$ cat src/rtl/dr_pkg.sv
// Package dr_pkg: shared encodings for the delayed read tracker.
// Assumes 4-bit bus commands with the usual memory-read code points.
package dr_pkg;

    typedef enum logic [1:0] {
        ST_EMPTY     = 2'b00,
        ST_REQUESTED = 2'b01,
        ST_COMPLETED = 2'b10,
        ST_DISCARDED = 2'b11
    } entry_state_e;

    typedef enum logic [1:0] {
        ANS_NONE  = 2'b00,
        ANS_RETRY = 2'b01,
        ANS_DATA  = 2'b10,
        ANS_ABORT = 2'b11
    } answer_e;

    localparam logic [1:0] TST_DATA  = 2'b00;
    localparam logic [1:0] TST_RETRY = 2'b01;

    localparam logic [3:0] CMD_MRD  = 4'b0110;
    localparam logic [3:0] CMD_MRDM = 4'b1100;
    localparam logic [3:0] CMD_MRDL = 4'b1110;

    // True for any of the three memory read command variants.
    function automatic logic is_mem_read(input logic [3:0] cmd);
        return (cmd == CMD_MRD) || (cmd == CMD_MRDM) || (cmd == CMD_MRDL);
    endfunction

endpackage

$ cat src/rtl/dr_match.sv
// Module dr_match: decides whether an initiator attempt repeats the
// recorded request. Memory read variants alias and compare address only;
// every other command needs address, command and byte enables equal.
// Purely combinational; the caller qualifies the result with its state.
module dr_match #(
    parameter int ADDR_W = 32
) (
    input  logic [ADDR_W-1:0] ent_addr,
    input  logic [3:0]        ent_cmd,
    input  logic [3:0]        ent_be,
    input  logic [ADDR_W-1:0] att_addr,
    input  logic [3:0]        att_cmd,
    input  logic [3:0]        att_be,
    output logic              hit
);
    import dr_pkg::*;

    logic addr_eq;
    logic both_mrd;
    logic exact_eq;

    // Compare the fields and pick the aliasing rule.
    always_comb begin
        addr_eq  = (ent_addr == att_addr);
        both_mrd = is_mem_read(ent_cmd) && is_mem_read(att_cmd);
        exact_eq = (ent_cmd == att_cmd) && (ent_be == att_be);
        hit      = addr_eq && (both_mrd || exact_eq);
    end

endmodule

$ cat src/rtl/dr_retry_cnt.sv
// Module dr_retry_cnt: counts back-to-back target retries for the entry
// and flags the retry that reaches 2^LOG2. Assumes clear is held while no
// target read is outstanding. When disabled, the count stays at zero.
module dr_retry_cnt #(
    parameter int LOG2 = 24
) (
    input  logic clk,
    input  logic rst_n,
    input  logic clear,
    input  logic retry_seen,
    input  logic cfg_dis,
    output logic limit_hit
);
    localparam logic [LOG2-1:0] CNT_MAX = {LOG2{1'b1}};

    logic [LOG2-1:0] cnt;

    // Flag the retry that would carry the count past its maximum.
    always_comb begin
        limit_hit = retry_seen && !cfg_dis && (cnt == CNT_MAX);
    end

    // Advance the count on each retry; clear it when idle or disabled.
    always_ff @(posedge clk) begin
        if (!rst_n || clear || cfg_dis) begin
            cnt <= '0;
        end else if (retry_seen) begin
            cnt <= cnt + 1'b1;
        end
    end

    AST_RETRY_CNT_FROZEN: assert property (@(posedge clk) disable iff (!rst_n)
        $past(cfg_dis) |-> (cnt == '0)) else $error("retry count moved while disabled");

    AST_RETRY_CNT_STEP: assert property (@(posedge clk) disable iff (!rst_n)
        (!clear && !cfg_dis && !retry_seen) |=> $stable(cnt)) else $error("retry count moved without a retry");

endmodule

$ cat src/rtl/dr_mto_timer.sv
// Module dr_mto_timer: measures how long a stored completion waits for
// its initiator. expire is high in the cycle whose edge completes
// 2^SHORT_LOG2 or 2^LONG_LOG2 waiting cycles. Assumes run is high only
// while a completion is stored; the count restarts whenever run drops.
module dr_mto_timer #(
    parameter int SHORT_LOG2 = 10,
    parameter int LONG_LOG2  = 15
) (
    input  logic clk,
    input  logic rst_n,
    input  logic run,
    input  logic sel_long,
    input  logic cfg_dis,
    output logic expire
);
    localparam int CW = LONG_LOG2 + 1;
    localparam logic [CW-1:0] LIM_SHORT = CW'(1) << SHORT_LOG2;
    localparam logic [CW-1:0] LIM_LONG  = CW'(1) << LONG_LOG2;

    logic [CW-1:0] cnt;
    logic [CW-1:0] limit;

    // Select the wait length and detect its last cycle.
    always_comb begin
        limit  = sel_long ? LIM_LONG : LIM_SHORT;
        expire = run && !cfg_dis && (cnt >= limit - 1'b1);
    end

    // Count waiting cycles while a completion is stored.
    always_ff @(posedge clk) begin
        if (!rst_n || !run) begin
            cnt <= '0;
        end else if (!expire) begin
            cnt <= cnt + 1'b1;
        end
    end

    AST_MTO_IDLE_ZERO: assert property (@(posedge clk) disable iff (!rst_n)
        $past(!run) |-> (cnt == '0)) else $error("wait timer not restarted");

    AST_MTO_BELOW_LIMIT: assert property (@(posedge clk) disable iff (!rst_n)
        (!cfg_dis && $past(!cfg_dis) && $stable(sel_long)) |-> (cnt < limit)) else $error("wait timer overran");

endmodule

$ cat src/rtl/dly_read_ctrl.sv
// Module dly_read_ctrl: holds one delayed read entry, drives the target
// request under ordering permission, watches both discard timers, and
// answers every initiator attempt one cycle after it is sampled.
// Assumes tgt_done is only meaningful while tgt_req is high, and that
// ini_valid marks one attempt per high cycle.
module dly_read_ctrl #(
    parameter int ADDR_W          = 32,
    parameter int TAG_W           = 4,
    parameter int RETRY_LOG2      = 24,
    parameter int MTO_SHORT_LOG2  = 10,
    parameter int MTO_LONG_LOG2   = 15
) (
    input  logic              clk,
    input  logic              rst_n,
    input  logic              cfg_retry_cnt_dis,
    input  logic              cfg_mto_long,
    input  logic              cfg_mto_dis,
    input  logic              cfg_serr_en,
    input  logic              ini_valid,
    input  logic [ADDR_W-1:0] ini_addr,
    input  logic [3:0]        ini_cmd,
    input  logic [3:0]        ini_be,
    output logic              rsp_valid,
    output logic [1:0]        rsp_code,
    output logic [TAG_W-1:0]  rsp_tag,
    input  logic              ord_launch_ok,
    input  logic              ord_return_ok,
    output logic              tgt_req,
    output logic [ADDR_W-1:0] tgt_addr,
    output logic [3:0]        tgt_cmd,
    output logic [3:0]        tgt_be,
    input  logic              tgt_done,
    input  logic [1:0]        tgt_status,
    input  logic [TAG_W-1:0]  tgt_tag,
    output logic              err_pulse
);
    import dr_pkg::*;

    entry_state_e      state_q, state_d;
    logic [ADDR_W-1:0] ent_addr_q;
    logic [3:0]        ent_cmd_q;
    logic [3:0]        ent_be_q;
    logic [TAG_W-1:0]  ent_tag_q;
    logic              ent_abort_q;

    logic              hit;
    logic              retry_seen;
    logic              retry_limit;
    logic              mto_expire;
    logic              tgt_result;

    logic              latch_req;
    logic              store_cpl;
    logic              store_abort;
    answer_e           ans_d;
    logic              err_d;

    dr_match #(.ADDR_W(ADDR_W)) u_match (
        .ent_addr (ent_addr_q),
        .ent_cmd  (ent_cmd_q),
        .ent_be   (ent_be_q),
        .att_addr (ini_addr),
        .att_cmd  (ini_cmd),
        .att_be   (ini_be),
        .hit      (hit)
    );

    dr_retry_cnt #(.LOG2(RETRY_LOG2)) u_retry (
        .clk        (clk),
        .rst_n      (rst_n),
        .clear      (state_q != ST_REQUESTED),
        .retry_seen (retry_seen),
        .cfg_dis    (cfg_retry_cnt_dis),
        .limit_hit  (retry_limit)
    );

    dr_mto_timer #(.SHORT_LOG2(MTO_SHORT_LOG2), .LONG_LOG2(MTO_LONG_LOG2)) u_mto (
        .clk      (clk),
        .rst_n    (rst_n),
        .run      (state_q == ST_COMPLETED),
        .sel_long (cfg_mto_long),
        .cfg_dis  (cfg_mto_dis),
        .expire   (mto_expire)
    );

    // Present the recorded request to the target side under permission.
    always_comb begin
        tgt_req    = (state_q == ST_REQUESTED) && ord_launch_ok;
        tgt_addr   = ent_addr_q;
        tgt_cmd    = ent_cmd_q;
        tgt_be     = ent_be_q;
        tgt_result = tgt_req && tgt_done;
        retry_seen = tgt_result && (tgt_status == TST_RETRY);
    end

    // Decide next state, answer and error report for this cycle.
    always_comb begin
        state_d     = state_q;
        latch_req   = 1'b0;
        store_cpl   = 1'b0;
        store_abort = 1'b0;
        ans_d       = ANS_NONE;
        err_d       = 1'b0;
        unique case (state_q)
            ST_EMPTY: begin
                if (ini_valid) begin
                    latch_req = 1'b1;
                    ans_d     = ANS_RETRY;
                    state_d   = ST_REQUESTED;
                end
            end
            ST_REQUESTED: begin
                if (ini_valid) begin
                    ans_d = ANS_RETRY;
                end
                if (tgt_result) begin
                    if (tgt_status == TST_DATA) begin
                        store_cpl = 1'b1;
                        state_d   = ST_COMPLETED;
                    end else if (tgt_status == TST_RETRY) begin
                        if (retry_limit) begin
                            state_d = ST_DISCARDED;
                            err_d   = cfg_serr_en;
                        end
                    end else begin
                        store_cpl   = 1'b1;
                        store_abort = 1'b1;
                        state_d     = ST_COMPLETED;
                    end
                end
            end
            ST_COMPLETED: begin
                if (ini_valid && hit && ord_return_ok) begin
                    ans_d   = ent_abort_q ? ANS_ABORT : ANS_DATA;
                    state_d = ST_EMPTY;
                end else begin
                    if (ini_valid) begin
                        ans_d = ANS_RETRY;
                    end
                    if (mto_expire) begin
                        state_d = ST_EMPTY;
                        err_d   = cfg_serr_en;
                    end
                end
            end
            ST_DISCARDED: begin
                if (ini_valid) begin
                    if (hit) begin
                        ans_d   = ANS_ABORT;
                        state_d = ST_EMPTY;
                    end else begin
                        ans_d = ANS_RETRY;
                    end
                end
            end
            default: state_d = ST_EMPTY;
        endcase
    end

    // Entry state register.
    always_ff @(posedge clk) begin
        if (!rst_n) begin
            state_q <= ST_EMPTY;
        end else begin
            state_q <= state_d;
        end
    end

    // Record the request fields when a new entry opens.
    always_ff @(posedge clk) begin
        if (!rst_n) begin
            ent_addr_q <= '0;
            ent_cmd_q  <= '0;
            ent_be_q   <= '0;
        end else if (latch_req) begin
            ent_addr_q <= ini_addr;
            ent_cmd_q  <= ini_cmd;
            ent_be_q   <= ini_be;
        end
    end

    // Record the completion handle and its status.
    always_ff @(posedge clk) begin
        if (!rst_n) begin
            ent_tag_q   <= '0;
            ent_abort_q <= 1'b0;
        end else if (store_cpl) begin
            ent_tag_q   <= store_abort ? '0 : tgt_tag;
            ent_abort_q <= store_abort;
        end
    end

    // Register the answer and the error strobe.
    always_ff @(posedge clk) begin
        if (!rst_n) begin
            rsp_valid <= 1'b0;
            rsp_code  <= ANS_NONE;
            rsp_tag   <= '0;
            err_pulse <= 1'b0;
        end else begin
            rsp_valid <= (ans_d != ANS_NONE);
            rsp_code  <= ans_d;
            rsp_tag   <= (ans_d == ANS_DATA) ? ent_tag_q : '0;
            err_pulse <= err_d;
        end
    end

    AST_RSP_FOLLOWS_ATTEMPT: assert property (@(posedge clk) disable iff (!rst_n)
        ini_valid |=> rsp_valid) else $error("attempt left unanswered");

    AST_NO_SPURIOUS_RSP: assert property (@(posedge clk) disable iff (!rst_n)
        !ini_valid |=> !rsp_valid) else $error("answer without attempt");

    AST_DATA_NEEDS_ORDER: assert property (@(posedge clk) disable iff (!rst_n)
        (rsp_valid && rsp_code == ANS_DATA) |-> $past(ord_return_ok)) else $error("data returned without permission");

    AST_ERR_GATED: assert property (@(posedge clk) disable iff (!rst_n)
        err_pulse |-> $past(cfg_serr_en)) else $error("error strobe while reporting off");

    AST_SERVE_EMPTIES: assert property (@(posedge clk) disable iff (!rst_n)
        (rsp_valid && (rsp_code == ANS_DATA || rsp_code == ANS_ABORT)) |-> (state_q == ST_EMPTY)) else $error("served entry not emptied");

    AST_ENTRY_STABLE: assert property (@(posedge clk) disable iff (!rst_n)
        (state_q != ST_EMPTY && $past(state_q != ST_EMPTY)) |-> ($stable(ent_addr_q) && $stable(ent_cmd_q) && $stable(ent_be_q))) else $error("busy entry changed");

    AST_REQ_DROPS_ON_DISCARD: assert property (@(posedge clk) disable iff (!rst_n)
        (state_q == ST_DISCARDED) |-> !tgt_req) else $error("request after discard");

endmodule

$ cat config.mk
export PLATFORM = sky130hd
export DESIGN_NAME = dly_read_ctrl
export DESIGN_NICKNAME = d
export VERILOG_FILES = /design/src/rtl/dr_pkg.sv /design/src/rtl/dr_match.sv /design/src/rtl/dr_retry_cnt.sv /design/src/rtl/dr_mto_timer.sv /design/src/rtl/dly_read_ctrl.sv
export SDC_FILE = /design/constraint.sdc
export NUM_CORES = 1
export LEC_CHECK = 0
export ABC_AREA = 0
export BUFFER_PORTS_ARGS = -buffer_cell sky130_fd_sc_hd__buf_4
export CAP_MARGIN = 10
export CORE_UTILIZATION = 45
export DETAILED_ROUTE_END_ITERATION = 6
export MAX_ROUTING_LAYER = met4
export PLACE_DENSITY = 0.72
export SYNTH_ARGS = -nofsm -noshare
export SYNTH_HDL_FRONTEND = slang
export SYNTH_SLANG_ARGS = --single-unit
$ cat constraint.sdc
create_clock -name clk -period 3.2 [get_ports clk]
set_input_delay 0.64 -clock clk [delete_from_list [all_inputs] [get_ports clk]]
set_output_delay 0.64 -clock clk [all_outputs]
set_load 0.005 [all_outputs]
==> results.cfg, run 1 <==
[status]
status = finished clean

[power]
vdd_ir_drop_max_v = 0.0002879
p_per_area_mw_per_mm2 = 530.4
p_leak_nw = 2.239

[timing]
final.setup.tns_ns = 0
hold_viol = 0
slew_violations = 0
finalClockSkew_ns = 0.009431
period_minus_slack_ns = 2.702
fin_crit_sh = 0.8445
worst_slew_pin_slew_ns = 0.5613
timing.fmax_mhz = 370.0
rsz0062_at_grt = no
max_slew_margin = 0.6249
setup_viol = 0

[floorplanning]
dieHeight_um = 102.0
core_sq_mm = 0.009729
rows = 36
io_pins = 105
dieWidth_um = 102.0
dieArea_sq_mm = 0.01040
start_util = 0.4624

[clock_network]
root_buffer = clkbuf_8
clock_sinks = 95
hold_buffers = 0
post_cts_buffers = 0
cts_buffer_depth = 2
clkSlewWorstSetupHoldPaths_ns = 0.09
cts_resized = 0
clock_latency_ns = 0.35
cts_tree = built
numCtsBuffers = 9
htreeDepth = 3

[drt]
drt_wl_total_um = 10170
wl_per_cell_um = 13.26
vias = 3873
avgViaCountPerCell = 5.050
drt_iter0_markers = 111
firstDrtPassIters = 4
drc_errors = 0
ant_nets = 0

[placed_design]
port-buffer-count = 104
dpl.hpwl_um = 7309
placed_cells = 752
gp_congestion = 0.8590

[synth]
synth_compound_area_frac = 0.1157
synth.cell_area_sq_mm = 0.004499
avgSynthCellArea_sq_um = 8.521
synth_mux_area_frac = 0.004449
synth-main-ff-cell = dfxtp_1
ys_ff_latch = 95
synthSimpleGateAreaFrac = 0.2642
syn_nets = 596
synth_warnings = 0
synth_edf_count = 0
async_flop_share = 0
synthAdderAreaFrac = 0.03337
synth.yosys.seq_area_share = 0.4227
synth_top_family_by_area = simple AND/OR/NAND/NOR gates
synth-xor-area-share = 0.1363
synthCells = 528
ys_types = 43

[cells_and_area]
antenna_cells = 0
layout-drive-gt1-share = 0.2129
layout.nets = 698
area_growth_pct = 25.14
fillers = 910
final_cells = 767

[flow_run]
maxCapViolCount = 0

[critical_path]
cp.required_ns = 3.45
crit_type = flip-flop to flip-flop
arrival_ns = 2.95
cp_max_fo = 8
start_kind = flip-flop
endpoint_kind = flip-flop

[global_route]
grt_pass1_vias = 3694
grt_overflow_total = 0
grtUsageTotal = 0.2103
grt_max_degree = 55
antenna_found_initial = 0
grt_pass1_wl_um = 16880

[min_path]
holdCritPathClass = flip-flop to flip-flop
Yosys cell counts, types with 2 or more instances:
cell | instances | area (sq um)
o21ai_0 | 9 | 45.04
and2_1 | 8 | 50.05
nor2b_1 | 2 | 12.51
or4_1 | 2 | 15.01
inv_1 | 9 | 33.78
dfxtp_1 | 95 | 1902
nor3_1 | 5 | 25.02
nand3_1 | 17 | 85.08
nor2_1 | 45 | 168.9
nand3b_1 | 5 | 37.54
nand4_1 | 14 | 87.58
mux2i_1 | 2 | 20.02
nor4_1 | 6 | 37.54
and4_1 | 2 | 17.52
clkbuf_1 | 19 | 71.32
and3_1 | 6 | 37.54
a21boi_0 | 45 | 337.8
ha_1 | 12 | 150.1
a21oi_1 | 15 | 75.07
o31ai_1 | 2 | 15.01
xnor2_1 | 33 | 289.0
nand2_1 | 112 | 420.4
or3_1 | 7 | 43.79
xor2_1 | 37 | 324.1
critical path, stage by stage (launching register included):
cell and delay [ns]:
dfxtp_1 0.35, inv_1 0.10, ha_1 0.29, and3_1 0.24
and4_1 0.33, nand4_4 0.20, nor3_4 0.32, a21oi_2 0.11
or4_1 0.52, o211a_1 0.13
through the flow:
stage	util	hold WS (ns)	setup slack, ns	total power (W)	cell area, sq um
final	0.5787	0.4546	0.4976	0.002986	5630
after global routing	0.5787	0.4764	0.3159	0.003162	5630
after CTS	0.5787	0.4614	0.4937	0.003014	5630
after detailed placement	0.5571	0.4442	0.3554	0.002164	5420
after global placement	0.5571	0.4424	0.3899	0.002144	5420
after floorplan	-	0.4296	0.6407	0.001833	4499
cells in the final DEF (no fill, tap or decap), types with 5 or more instances in the layout:
| cell type | n |
|---|---|
| a21boi_0 | 45 |
| a21oi_1 | 15 |
| and2_1 | 8 |
| and3_1 | 6 |
| buf_4 | 110 |
| clkbuf_8 | 9 |
| dfxtp_1 | 95 |
| ha_1 | 12 |
| inv_1 | 9 |
| nand2_1 | 112 |
| nand3_1 | 17 |
| nand3b_1 | 5 |
| nand4_1 | 14 |
| nor2_1 | 45 |
| nor3_1 | 5 |
| nor4_1 | 6 |
| o21ai_0 | 9 |
| or3_1 | 7 |
| xnor2_1 | 33 |
| xor2_1 | 37 |
cells by family after synthesis:
group	Yosys count
multiplexers	2
adder cells (fa/ha/maj)	12
XOR/XNOR	70
buffers and inverters	28
AO/OA/AOI/OAI	77
flip-flops	95
AND/OR/NAND/NOR	244
registers in the layout, indices dropped and copies added, names as in the netlist:
name         flops
u_mto.cnt       16
err_pulse        1
tgt_addr        32
ent_abort_q      1
u_retry.cnt     24
tgt_cmd          4
tgt_be           4
ent_tag_q        4
rsp_tag          4
rsp_code         2
rsp_valid        1
state_q          2
path summary, 6_finish.rpt:
check	startpoint	endpoint	slack [ns]	cells after the start
min	ent_tag_q[2]	rsp_tag[2]	0.45	1
min reg2reg	ent_tag_q[2]	rsp_tag[2]	0.45	1
max reg2reg	state_q[1]	state_q[0]	0.50	9
max	state_q[1]	state_q[0]	0.50	9
metal layers:
metal / up-vias / track usage / share of wire
li1: 1974 / - / -
met1: 1800 / 0.2622 / 0.46
met2: 79 / 0.3397 / 0.48
met3: 20 / 0.03352 / 0.030
met4: 0 / 0.08462 / 0.023
met5: - / - / 0
power breakdown:
group | switching, W | internal [W] | total [W]
logic | 0.000390 | 0.000352 | 0.000742
registers | 0.000103 | 0.00129 | 0.00139
clock network | 0.000418 | 0.000435 | 0.000853
area by class of cell:
cell class	instances	area (sq um)	area share
Clock buffer	9	123.9	0.02200
Sequential cell	95	1902	0.3378
Tap cell	133	166.4	0.02956
Timing Repair Buffer	110	825.8	0.1467
Multi-Input combinational cell	405	2492	0.4427
Clock inverter	6	86.33	0.01533
Inverter	9	33.78	0.006000
(Power assumes the default switching activity.)
==> inputs of run 2 (changes only) <==
--- a/config.mk
+++ b/config.mk
@@ -11,7 +11,7 @@
 export CORE_UTILIZATION = 45
 export DETAILED_ROUTE_END_ITERATION = 6
 export MAX_ROUTING_LAYER = met4
-export PLACE_DENSITY = 0.72
+export PLACE_DENSITY = 0.74
 export SYNTH_ARGS = -nofsm -noshare
 export SYNTH_HDL_FRONTEND = slang
 export SYNTH_SLANG_ARGS = --single-unit
==> constraint.sdc (replaced) <==
create_clock -name clk -period 2.2 [get_ports clk]
set_input_delay 0.44 -clock clk [delete_from_list [all_inputs] [get_ports clk]]
set_output_delay 0.44 -clock clk [all_outputs]
set_load 0.005 [all_outputs]
==> results.cfg, run 2 (synthesis results as in run 1) <==
[placed_design]
dpl.hpwl_um = 8202
port-buffer-count = 104
gp_congestion = 0.7927

[status]
status = finished, violations left
violations = negative setup slack

[global_route]
met3_usage = 0.06156
antenna_found_initial = 0
met2_usage = 0.4001
grt_overflow_total = 0
grt_pass1_wl_um = 18350
use_met1 = 0.2576
grt_max_degree = 41
grt_pass1_vias = 4190
grtUsageTotal = 0.2337
busiest_layer = met2

[min_path]
holdCritPathClass = primary input to flip-flop
min_from = ini_addr[26]
hold_depth = 3
min_to = tgt_addr[26]

[timing]
fin_crit_sh = 1.086
max_slew_margin = 0.6287
timing.fmax_mhz = 418.6
holdWs_ns = 0.3320
finalClockSkew_ns = 0.007160
hold_viol = 0
rsz0062_at_grt = yes
setup_viol = 2
slew_violations = 0
worst_slew_pin_slew_ns = 0.5556
fin_ws_ns = -0.1891
period_minus_slack_ns = 2.389

[critical_path]
crit_slowest_cell = or4_4
crit_type = flip-flop to flip-flop
path_buf_inv = 0
cp.depth = 7
start_kind = flip-flop
crit_chain = xnor2_2 -> nand4_1 -> or4_4 -> nor4b_4 -> a21oi_2 -> or4_1 -> o211a_1
cp.required_ns = 2.46
arrival_ns = 2.65
rr_worst_depth = 7
path_delay_family = simple AND/OR/NAND/NOR gates
r2r_end = state_q[0]
r2r_start = tgt_addr[23]
endpoint_kind = flip-flop
cp_max_fo = 3
cpPeakStageDelay_ns = 0.58
r2r_slack_ns = -0.19

[power]
vdd_ir_drop_max_v = 0.0004064
p_leak_nw = 2.673
design_power_total_w = 0.004855
p_per_area_mw_per_mm2 = 763.3

[clock_network]
clkSlewWorstSetupHoldPaths_ns = 0.09
htreeDepth = 3
cts_tree = built
root_buffer = clkbuf_8
clock_latency_ns = 0.37
clock_sinks = 95
numCtsBuffers = 9
cts_buffer_depth = 2

[drt]
drc_errors = 0
ant_nets = 0
avgViaCountPerCell = 4.987
vias = 4194
drt_wl_total_um = 11490
wl_per_cell_um = 13.66
drt_iter0_markers = 89
firstDrtPassIters = 4

[floorplanning]
io_pins = 105
dieHeight_um = 102.0
rows = 36
dieWidth_um = 102.0
dieArea_sq_mm = 0.01040
core_sq_mm = 0.009729
start_util = 0.4624

[cells_and_area]
largest_register_ffs = 32
layout-drive-gt1-share = 0.3404
layout_commonest_cell = buf_4
final_cell_mix = 183 x buf_4, 112 x nand2_1, 84 x dfxtp_1, 45 x nor2_1, 45 x a21boi_0
fillers = 827
area_growth_pct = 41.38
antenna_cells = 0
layout.nets = 771

[flow_run]
maxCapViolCount = 0
-- run 2: cell types whose count changed in the layout (fill, tap and decap cells not counted), sizes merged --
cell / before / now
clkinvlp: 1 / 2
clkbuf: 9 / 11
bufinv: 2 / 3
clkinv: 3 / 0
buf: 110 / 183
-- run 2: tightest hold or removal path: cells and delay by family --
family / cells / cell delay (ns)
buffers and inverters: 1 / 0.12
AND/OR/NAND/NOR: 1 / 0.04
AO/OA/AOI/OAI: 1 / 0.06
-- run 2: area by class of cell --
class / count / area (sq um) / share of cell area
multi-input cells: 405 / 2625 / 0.4127
flip-flops and latches: 95 / 1916 / 0.3011
repair buffers: 183 / 1374 / 0.2160
well taps: 133 / 166.4 / 0.02616
clock buffers: 11 / 141.4 / 0.02223
clock inverters: 5 / 105.1 / 0.01652
inverters: 9 / 33.78 / 0.005311
-- run 2: stage by stage --
step,cell area [sq um],TNS [ns],worst slack (ns),utilization,std cells
2_1_floorplan,4512,-0.1153,-0.1153,-,528
3_3_place_gp,5924,-2.701,-0.3731,0.6089,818
3_5_place_dp,5924,-3.098,-0.4266,0.6089,818
4_1_cts,6292,-0.2307,-0.2066,0.6467,840
5_1_grt,6361,-0.4650,-0.2231,0.6538,841
6_report,6361,-0.3267,-0.1891,0.6538,841
-- run 2: worst max path at each step --
stage                 start    endpoint
6_report       tgt_addr[23]  state_q[0]
5_1_grt        tgt_addr[23]  state_q[0]
4_1_cts         tgt_addr[3]  state_q[0]
3_5_place_dp   ini_addr[26]  state_q[0]
3_3_place_gp   ini_addr[26]  state_q[0]
2_1_floorplan  ini_addr[26]  state_q[0]
-- run 2: what timing repair did --
item / 4_1_cts / 5_1_grt
endpoints found under the setup margin: 6 / 13
pin swaps: 20 / 17
cloned: 0 / 0
hold buffers: 0 / 0
gates resized for setup: 17 / 15
buffers inserted: 7 / 2
-- run 2: where the power goes --
part	internal [W]	switching [W]	leakage (nW)
clock	0.000787	0.000622	0.116
combinational	0.000729	0.000714	1.78
sequential	0.00188	0.000120	0.776
total	0.00340	0.00146	2.67
-- run 2: layer usage --
metal | vias to the layer above | part of all wire
li1 | 2119 | -
met2 | 81 | 0.50
met5 | - | 0
met4 | 0 | 0.024
met3 | 20 | 0.046
met1 | 1974 | 0.43
==> inputs of run 3 (changes only) <==
--- a/config.mk
+++ b/config.mk
@@ -8,10 +8,13 @@
 export ABC_AREA = 0
 export BUFFER_PORTS_ARGS = -buffer_cell sky130_fd_sc_hd__buf_4
 export CAP_MARGIN = 10
-export CORE_UTILIZATION = 45
+export CELL_PAD_IN_SITES_DETAIL_PLACEMENT = 1
+export CELL_PAD_IN_SITES_GLOBAL_PLACEMENT = 2
+export CORE_UTILIZATION = 28
+export CTS_CLUSTER_SIZE = 14
 export DETAILED_ROUTE_END_ITERATION = 6
 export MAX_ROUTING_LAYER = met4
-export PLACE_DENSITY = 0.74
+export PLACE_DENSITY = 0.78
 export SYNTH_ARGS = -nofsm -noshare
 export SYNTH_HDL_FRONTEND = slang
 export SYNTH_SLANG_ARGS = --single-unit
==> results.cfg, run 3 (synthesis results as in run 1) <==
[cells_and_area]
layout-drive-gt1-share = 0.3459
area_growth_pct = 47.91
layout.nets = 780
antenna_cells = 0
fillers = 1834
final_cell_mix = 192 x buf_4, 112 x nand2_1, 87 x dfxtp_1, 45 x nor2_1, 45 x a21boi_0
final_cells = 928
layout_commonest_cell = buf_4
largest_register_ffs = 32

[floorplanning]
rows = 45
start_util = 0.2916
dieWidth_um = 128.8
dieHeight_um = 128.8
core_sq_mm = 0.01543
dieArea_sq_mm = 0.01658
io_pins = 105

[clock_network]
hold_buffers = 0
clkSlewWorstSetupHoldPaths_ns = 0.07
numCtsBuffers = 9
clock_sinks = 95
cts_buffer_depth = 2
htreeDepth = 3
cts_tree = built
root_buffer = clkbuf_16
clock_latency_ns = 0.35

[power]
p_leak_nw = 2.774
p_per_area_mw_per_mm2 = 804.8
vdd_ir_drop_max_v = 0.0003896

[placed_design]
place_ws_ns = -0.4749
gp_congestion = 0.7914
placed_cells = 907
dpl.hpwl_um = 9992
port-buffer-count = 104

[status]
status = finished, violations left
violations = negative setup slack

[timing]
rsz0062_at_grt = yes
fin_ws_ns = -0.3012
fin_crit_sh = 1.137
timing.fmax_mhz = 399.8
hold_viol = 0
max_slew_margin = 0.5947
setup_viol = 2
period_minus_slack_ns = 2.501
worst_slew_pin_slew_ns = 0.6065
finalClockSkew_ns = 0.007431
slew_violations = 0

[drt]
avgViaCountPerCell = 4.552
vias = 4224
drt_wl_total_um = 13550
drc_errors = 0
ant_nets = 0
firstDrtPassIters = 4
drt_iter0_markers = 93
wl_per_cell_um = 14.60

[min_path]
holdCritPathClass = primary input to flip-flop
hold_depth = 3

[global_route]
use_met1 = 0.1943
met3_usage = 0.03035
met2_usage = 0.3113
antenna_found_initial = 0
grt_overflow_total = 0
grt_pass1_vias = 4515
grtUsageTotal = 0.1750
grt_max_degree = 41
grt_pass1_wl_um = 21950
busiest_layer = met2

[critical_path]
start_kind = flip-flop
endpoint_kind = flip-flop
cp_max_fo = 3
rr_worst_depth = 7
arrival_ns = 2.74
crit_type = flip-flop to flip-flop
cp.required_ns = 2.44

[flow_run]
maxCapViolCount = 0
-- run 3: cell types whose count changed in the layout (fill, tap and decap cells not counted), sizes merged --
cell and change:
clkinv +2, buf +9, clkinvlp -2
-- run 3: worst paths after layout --
path | start | end | slack [ns]
worst min register to register | ent_tag_q[2] | rsp_tag[2] | 0.45
worst max register to register | tgt_addr[29] | state_q[0] | -0.30
worst max-delay path | tgt_addr[29] | state_q[0] | -0.30
worst min-delay path | ini_addr[10] | tgt_addr[10] | 0.35
-- run 3: worst max-delay path, stage by stage (launching register included) --
cell and delay (ns):
dfxtp_1 0.35, xnor2_2 0.24, nand4_4 0.13, or4_4 0.52, nor4b_4 0.36, nor2_1 0.11, or4_1 0.53, o211a_1 0.14
-- run 3: cell type report --
class | instances | area [sq um] | share of cell area
multi-input combinational | 405 | 2648 | 0.3978
sequential | 95 | 1912 | 0.2873
timing repair buffer | 192 | 1441 | 0.2166
tap | 211 | 264.0 | 0.03967
clock buffer | 11 | 252.7 | 0.03798
clock inverter | 5 | 103.9 | 0.01560
inverter | 9 | 33.78 | 0.005076
-- run 3: routing by layer --
metal  vias up  wire length [um]
li1       2140                 -
met3        15               392
met5         -                 0
met1      2010              5861
met2        59              7053
met4         0               238
-- run 3: metrics by stage --
step | hold WS, ns | cell area (sq um) | power [W] | utilization | TNS (ns)
3_5_place_dp | 0.4416 | 6105 | 0.003451 | 0.3957 | -3.398
4_1_cts | 0.3366 | 6529 | 0.005377 | 0.4232 | -0.4009
2_1_floorplan | 0.4296 | 4512 | 0.002667 | - | -0.1153
6_report | 0.3485 | 6655 | 0.005356 | 0.4314 | -0.4828
3_3_place_gp | 0.4410 | 6105 | 0.003400 | 0.3957 | -2.516
5_1_grt | 0.3554 | 6655 | 0.005651 | 0.4314 | -1.237
-- run 3: timing repair --
action	4_1_cts	5_1_grt
endpoints found under the hold margin	0	0
setup endpoints to repair	6	12
gates cloned	0	0
gates resized for setup	13	19
setup buffers	2	3
pin swaps	16	15
-- run 3: power by group --
group | switching, W | internal [W] | total (W) | leakage (nW)
clock | 0.000707 | 0.00117 | 0.00188 | 0.176
combinational | 0.000738 | 0.000735 | 0.00147 | 1.82
sequential | 0.000121 | 0.00188 | 0.00200 | 0.775
